## src/rtl/hsc_pkg.sv

```systemverilog
// Package: shared state encoding for the hot-swap connection controller.
// Assumes: nothing beyond being compiled before its users.
package hsc_pkg;
    typedef enum logic [1:0] {
        ST_LOCK   = 2'd0,   // supply not good
        ST_OFF    = 2'd1,   // powered, disabled, isolated
        ST_ARMED  = 2'd2,   // precharging, waiting for a qualifier
        ST_LINKED = 2'd3    // sides joined
    } hsc_state_t;
endpackage

```

## src/rtl/hsc_sync.sv

```systemverilog
// Module: bank of two-flop synchronizers, one per bit.
// Assumes: inputs are asynchronous level signals; reset value is zero.
module hsc_sync #(
    parameter int W = 6
) (
    input  logic         clk,
    input  logic         rst_n,
    input  logic [W-1:0] d_async,
    output logic [W-1:0] q_sync
);
    logic [W-1:0] meta_q;

    // two register stages per bit
    always_ff @(posedge clk) begin
        if (!rst_n) begin
            meta_q <= '0;
            q_sync <= '0;
        end else begin
            meta_q <= d_async;
            q_sync <= meta_q;
        end
    end
endmodule

```

## src/rtl/hsc_qual.sv

```systemverilog
// Module: backplane qualifiers - STOP detector and idle timer.
// Assumes: sda/scl are already synchronized. The timer only runs while
// armed is high. idle_met stays high while both lines remain high.
module hsc_qual #(
    parameter int IDLE_CYC = 20000,
    localparam int CW = $clog2(IDLE_CYC + 1)
) (
    input  logic clk,
    input  logic rst_n,
    input  logic armed,
    input  logic sda,
    input  logic scl,
    output logic stop_seen,
    output logic idle_met
);
    logic          sda_prev, scl_prev;
    logic [CW-1:0] idle_cnt;

    // previous line levels for edge detection
    always_ff @(posedge clk) begin
        if (!rst_n) begin
            sda_prev <= 1'b0;
            scl_prev <= 1'b0;
        end else begin
            sda_prev <= sda;
            scl_prev <= scl;
        end
    end

    // STOP: data rises while clock is high in both samples
    always_comb stop_seen = armed && scl && scl_prev && sda && !sda_prev;

    // idle counter: restarts on any low line, saturates at the limit
    always_ff @(posedge clk) begin
        if (!rst_n || !armed || !sda || !scl)
            idle_cnt <= '0;
        else if (idle_cnt != CW'(IDLE_CYC))
            idle_cnt <= idle_cnt + 1'b1;
    end

    always_comb idle_met = armed && (idle_cnt == CW'(IDLE_CYC));
endmodule

```

## src/rtl/hsc_fsm.sv

```systemverilog
// Module: connection state machine with Moore-decoded outputs.
// Assumes: all inputs synchronized. Loss of power-good wins over
// everything else, and enable low wins over a link request.
module hsc_fsm
    import hsc_pkg::*;
(
    input  logic       clk,
    input  logic       rst_n,
    input  logic       pg,
    input  logic       en,
    input  logic       card_hi,
    input  logic       qual_ok,
    output hsc_state_t state,
    output logic       link_on,
    output logic       prechg_en,
    output logic       accel_en,
    output logic       ready
);
    hsc_state_t nxt;

    // next-state selection
    always_comb begin
        nxt = state;
        if (!pg)
            nxt = ST_LOCK;
        else if (!en)
            nxt = ST_OFF;
        else if (state == ST_LOCK || state == ST_OFF)
            nxt = ST_ARMED;
        else if (state == ST_ARMED && card_hi && qual_ok)
            nxt = ST_LINKED;
    end

    // state register
    always_ff @(posedge clk) begin
        if (!rst_n) state <= ST_LOCK;
        else        state <= nxt;
    end

    // output decode
    always_comb begin
        link_on   = (state == ST_LINKED);
        ready     = (state == ST_LINKED);
        accel_en  = (state == ST_LINKED);
        prechg_en = (state == ST_ARMED);
    end
endmodule

```

## src/rtl/hot_swap_ctrl.sv

```systemverilog
// Module: top of the hot-swap bus connection controller.
// Assumes: the six inputs are asynchronous levels. Outputs follow a port
// change on the third rising edge (two sync stages plus the state register).
module hot_swap_ctrl
    import hsc_pkg::*;
#(
    parameter int IDLE_CYC = 20000
) (
    input  logic clk,
    input  logic rst_n,
    input  logic pwr_good,
    input  logic enable,
    input  logic bp_sda,
    input  logic bp_scl,
    input  logic card_sda,
    input  logic card_scl,
    output logic link_on,
    output logic prechg_en,
    output logic accel_en,
    output logic ready
);
    logic [5:0] raw_in, syn_in;
    logic       pg_s, en_s, bp_sda_s, bp_scl_s, cd_sda_s, cd_scl_s;
    logic       stop_seen, idle_met, armed;
    hsc_state_t state;

    always_comb raw_in = {pwr_good, enable, bp_sda, bp_scl, card_sda, card_scl};

    hsc_sync #(.W(6)) u_sync (
        .clk(clk), .rst_n(rst_n), .d_async(raw_in), .q_sync(syn_in)
    );

    // unpack the synchronized bits
    always_comb {pg_s, en_s, bp_sda_s, bp_scl_s, cd_sda_s, cd_scl_s} = syn_in;

    always_comb armed = (state == ST_ARMED);

    hsc_qual #(.IDLE_CYC(IDLE_CYC)) u_qual (
        .clk(clk), .rst_n(rst_n), .armed(armed),
        .sda(bp_sda_s), .scl(bp_scl_s),
        .stop_seen(stop_seen), .idle_met(idle_met)
    );

    hsc_fsm u_fsm (
        .clk(clk), .rst_n(rst_n), .pg(pg_s), .en(en_s),
        .card_hi(cd_sda_s && cd_scl_s),
        .qual_ok(stop_seen || idle_met),
        .state(state),
        .link_on(link_on), .prechg_en(prechg_en),
        .accel_en(accel_en), .ready(ready)
    );
endmodule

```

## config.mk

```make
export PLATFORM = sky130hd
export DESIGN_NAME = hot_swap_ctrl
export DESIGN_NICKNAME = d
export VERILOG_FILES = /design/src/rtl/hsc_pkg.sv /design/src/rtl/hsc_sync.sv /design/src/rtl/hsc_qual.sv /design/src/rtl/hsc_fsm.sv /design/src/rtl/hot_swap_ctrl.sv
export SDC_FILE = /design/constraint.sdc
export NUM_CORES = 1
export LEC_CHECK = 0
export CAP_MARGIN = 10
export CELL_PAD_IN_SITES_DETAIL_PLACEMENT = 1
export CELL_PAD_IN_SITES_GLOBAL_PLACEMENT = 2
export CORE_ASPECT_RATIO = 1.75
export CORE_MARGIN = 2
export CORE_UTILIZATION = 38
export DETAILED_ROUTE_END_ITERATION = 7
export DONT_BUFFER_PORTS = 1
export GPL_ROUTABILITY_DRIVEN = 0
export PLACE_DENSITY_LB_ADDON = 0.05
export SLEW_MARGIN = 30
export SYNTH_ARGS = -nofsm -noshare
export SYNTH_HDL_FRONTEND = slang
export SYNTH_SLANG_ARGS = --single-unit
export TNS_END_PERCENT = 20
```

## constraint.sdc

```tcl
create_clock -name clk -period 1.7 [get_ports clk]
set_input_delay 0.255 -clock clk [delete_from_list [all_inputs] [get_ports clk]]
set_output_delay 0.255 -clock clk [all_outputs]
set_load 0.03 [all_outputs]
```

Yosys cells after proc, flatten, opt, wreduce, memory -nomap -nowiden. Index checks and enable logic that the tools add are counted.

Register bits: 31. Output and inout port bits: 4. Input port bits: 8. Word-level logic and storage cells: 39.

Reduce and logical (&&, ||, !) cells: 22. Multiplexer cells: 3. Equality and inequality tests: 6. Add/subtract/negate cells: 1.

Operators by type and width (number): $add 15x1->15 const B (1); $eq 15x15->1 const B (1); $ne 15x15->1 const B (1); $logic_and 1x1->1 (8); $logic_not 1->1 (5); $logic_or 1x1->1 (5); $eq 2x2->1 const B (2); $mux 2 (2); $ne 3x1->1 const B (1); $reduce_and 3->1 (1); $eq 2x1->1 const B (1); $logic_not 2->1 (1); $reduce_and 2->1 (1); $reduce_bool 2->1 (1); $mux 1 (1).

Depth between registers and ports, before layout.
Word-level depth: 10. Gate-level depth with buffers: 5. Mapped depth without buffers: 5.

By module. From an unflattened synthesis, not the netlist that was laid out.

Cells, all modules: 135. Area total of the unflattened synthesis: 1295.0 um^2.

Modules (own cells, without submodules): hsc_qual (area each 840.8 um^2, times used 1, seq. area each 340.3 um^2, cells an instance 95); hsc_sync (area each 336.6 um^2, times used 1, seq. area each 240.2 um^2, cells an instance 25); hsc_fsm (area each 98.8 um^2, times used 1, seq. area each 40.0 um^2, cells an instance 12); hot_swap_ctrl (area each 18.8 um^2, times used 1, seq. area each 0.0 um^2, cells an instance 3).

Worst setup path before layout. OpenSTA, ideal clock, no wires.

Path kind: reg2reg. From: register u_qual.idle_cnt[1]. To: register u_qual.idle_cnt[10]. Library setup time: 0.070 ns. Buffers on the path: 0. Path slack: 0.263 ns. Period minus slack after synthesis: 1.437 ns. Data arrival time: 1.367 ns. Data required time: 1.630 ns. Cell stages (with the launch flop): 5. Cells stage by stage: dfxtp_1 ha_1 nand3_2 or4_1 a21oi_1.

Word-level cells in the longest chain between the ends: 1. Elaborated cells on any way between the ends: 2. Classes of those cells: 1 x add/sub; 1 x eq/ne.

Ends and longest elaborated chain: start: declaration (line hsc_qual.sv:17) `logic [CW-1:0] idle_cnt;`; start signal: assignment (line hsc_qual.sv:38) `idle_cnt <= idle_cnt + 1'b1;`; $add 15x1->15 / $ne 15x15->1 (equally long branches) (line hsc_qual.sv:38, hsc_qual.sv:37).

Several ways; a longest one is shown, not always the timed one. A chain may end at the register's enable or synchronous reset.

Final worst setup path.
From: register u_qual.idle_cnt[1]. To: register u_qual.idle_cnt[12].

Same word-level chain as after synthesis.

==> results.ini <==
[status]
outcome = completed

[clock_tree]
clkTransAtPathRegs_ns = 0.06
clkLatencyLatePin_ns = 0.28
cts_buffers = 5
clockBufferDepth = 2
ctsRootBufferMaster = clkbuf_8
postCtsSetupBuffers = 0
cts_sinks = 31
cts_tree = yes
ctsHtreeMaxLevel = 2

[final_layout]
final_util_pct = 42.4
fin_nets = 147
layout_commonest_cell = dfxtp_1
regArea_sq_um = 622
multi_input_area_sq_um = 602
layout_common_cells = 30 x dfxtp_1, 15 x and2_1, 10 x a21oi_1, 10 x nand3_1
final_area_sq_um = 1410
nFillCells = 397
area_growth_pct = 9.08
drive_above_1_share_pct = 13.1
antennaDiodeCount = 0

[worst_setup_path]
r2r_cells = 4
reg2reg_slack_ns = 0.11
end_kind = register
start_kind = register
cp.required_ns = 1.91
r2r_start = u_qual.idle_cnt[1]
arrival_ns = 1.80
r2r_end = u_qual.idle_cnt[12]
crit_fanout = 10
critPathKind = register to register

[logic_synthesis]
ys_ff_latch = 31
synth.avg_cell_area_sq_um = 9.66
netlist_instances = 134
syn_nets = 144
synth-main-ff-cell = dfxtp_1
synth_cell_types = 38
synth.top_cell.area_share_pct = 47.9
synth_area_sq_um = 1290
synth-edff-count = 0
async_flop_share_pct = 0
yosysWarnings = 0
ys_top_cells_by_area = dfxtp_1 48%, and2_1 7.2%, a21oi_1 3.9%
seq_area_frac_synth_pct = 47.9
yosys.area.top_type = dfxtp_1

[power_and_ir_drop]
power_density_nw_per_um2 = 945
total_power_w = 0.00133
ir_drop_mv = 0.650
p_leak_nw = 0.475

[route]
ant_nets = 0
wl_per_cell_microns = 14.5
firstDrtPassIters = 2
drc = 0
vias = 981
drt_iter0_markers = 5
viasPerCell = 5.39
wl_microns = 2650

[hold_path]
min_to = u_sync.q_sync[2]
hold_depth = 1
min-delay-start = rst_n
hold_class = primary input to register

[grt]
grt_max_degree = 19
grt_pass1_wl_microns = 4500
grt_usage_pct = 16.8
grt_pass1_vias = 1085
antenna_found_initial = 0
overflow = 0

[die]
die_area_sq_um = 3910
floorplan.initialDensity_pct = 38.9
placementRows = 28
io_pins = 12
core_region_area_sq_um = 3330
die_y_microns = 81.2
die_w_microns = 48.1

[timing]
slew_headroom_pct = 75.6
fmax_mhz = 631
fin_crit_ns = 1.59
rsz0062_at_grt = false
finalClockSkew_ns = 0.00656
hold_viol_final = 0
final.setup.tns_ns = 0
maxSlewViolCount = 0
worst_slew_pin_slew_ns = 0.365
setup_viol = 0
fin_crit_sh_pct = 93.3

[placed_design]
hpwl_microns = 2090
placed_area_sq_um = 1320
port_buffers = 0

[run]
drv_cap = 0

==> flip-flops by register name, summed over array words and instances (netlist names) <==
| name | count |
|---|---|
| u_fsm.state | 2 |
| u_sync.meta_q | 6 |
| u_sync.q_sync | 6 |
| u_qual.scl_prev | 1 |
| u_qual.sda_prev | 1 |
| u_qual.idle_cnt | 15 |
==> per-layer routing <==
| metal | GRT usage [%] | up-vias | part of all wire [%] |
|---|---|---|---|
| met5 | 0 | - | 0 |
| met3 | 4.00 | 7 | 2.9 |
| li1 | - | 476 | - |
| met1 | 12.5 | 488 | 34 |
| met2 | 33.1 | 10 | 61 |
| met4 | 10.8 | 0 | 2.6 |
==> per-stage QoR <==
| stage | hold WS (ns) | std cells | worst slack [ns] |
|---|---|---|---|
| 2_1_floorplan | 0.377 | 134 | 0.263 |
| 3_3_place_gp | 0.378 | 175 | 0.188 |
| 3_5_place_dp | 0.381 | 175 | 0.102 |
| 4_1_cts | 0.0836 | 182 | 0.0793 |
| 5_1_grt | 0.0851 | 182 | 0.00181 |
| 6_report | 0.0964 | 182 | 0.114 |
==> worst max-delay path: stages, from the launching register on <==
cell,delay [ns]
dfxtp_1,0.41
ha_2,0.24
nand3_2,0.18
or4_1,0.55
a21oi_1,0.15
==> layout make-up <==
| type | instances | share of cell area [%] |
|---|---|---|
| clock inverter | 1 | 0.354 |
| tap | 45 | 3.99 |
| multi-input combinational | 90 | 42.6 |
| inverter | 6 | 1.59 |
| clock buffer | 6 | 5.85 |
| timing repair buffer | 3 | 1.59 |
| sequential | 31 | 44.0 |
==> where the power goes <==
part	switching (W)	internal [W]	total (W)	leakage, nW
Sequential	0.00000743	0.000742	0.000749	0.253
Combinational	0.00000439	0.00000867	0.0000131	0.175
Clock	0.000256	0.000317	0.000572	0.0470
Total	0.000268	0.00107	0.00133	0.475
==> cells by family (layout without fill, tap and decap cells) <==
family	count (synthesis)	after routing	share of synthesized area (%)
fa+ha+maj	2	2	1.93
compound gates	21	21	9.76
simple gates	61	61	30.1
mux	4	4	3.09
flops	31	31	47.9
buf+inv	13	16	5.80
xor+xnor	2	2	1.35
==> what timing repair did <==
item	CTS	global route
hold buffers	0	0
resized for setup	0	2
setup endpoints to repair	0	2
==> cell usage after synthesis, types with 2 or more instances <==
cell type,count
nand3_1,10
nand4_2,2
o21ai_0,4
buf_4,2
a21oi_1,10
and2_1,15
nand3b_1,2
nand2_1,4
nand2b_1,2
dfxtp_1,31
or4_1,4
ha_1,2
and3_1,2
nor2_1,4
nor4_1,3
inv_1,6
clkbuf_1,2
or3_1,3
o31ai_1,4
mux2i_1,4
==> worst max-delay path by stage <==
stage	startpoint	end	slack, ns	cells past startpoint
after global placement	u_qual.idle_cnt[1]	u_qual.idle_cnt[12]	0.19	4
final	u_qual.idle_cnt[1]	u_qual.idle_cnt[12]	0.11	4
after global routing	u_qual.idle_cnt[1]	u_qual.idle_cnt[10]	0.002	4
after floorplan	u_qual.idle_cnt[1]	u_qual.idle_cnt[10]	0.26	4
after detailed placement	u_qual.idle_cnt[1]	u_qual.idle_cnt[12]	0.10	4
after CTS	u_qual.idle_cnt[0]	u_qual.idle_cnt[12]	0.08	4
Power figures use the tool's default switching activity.
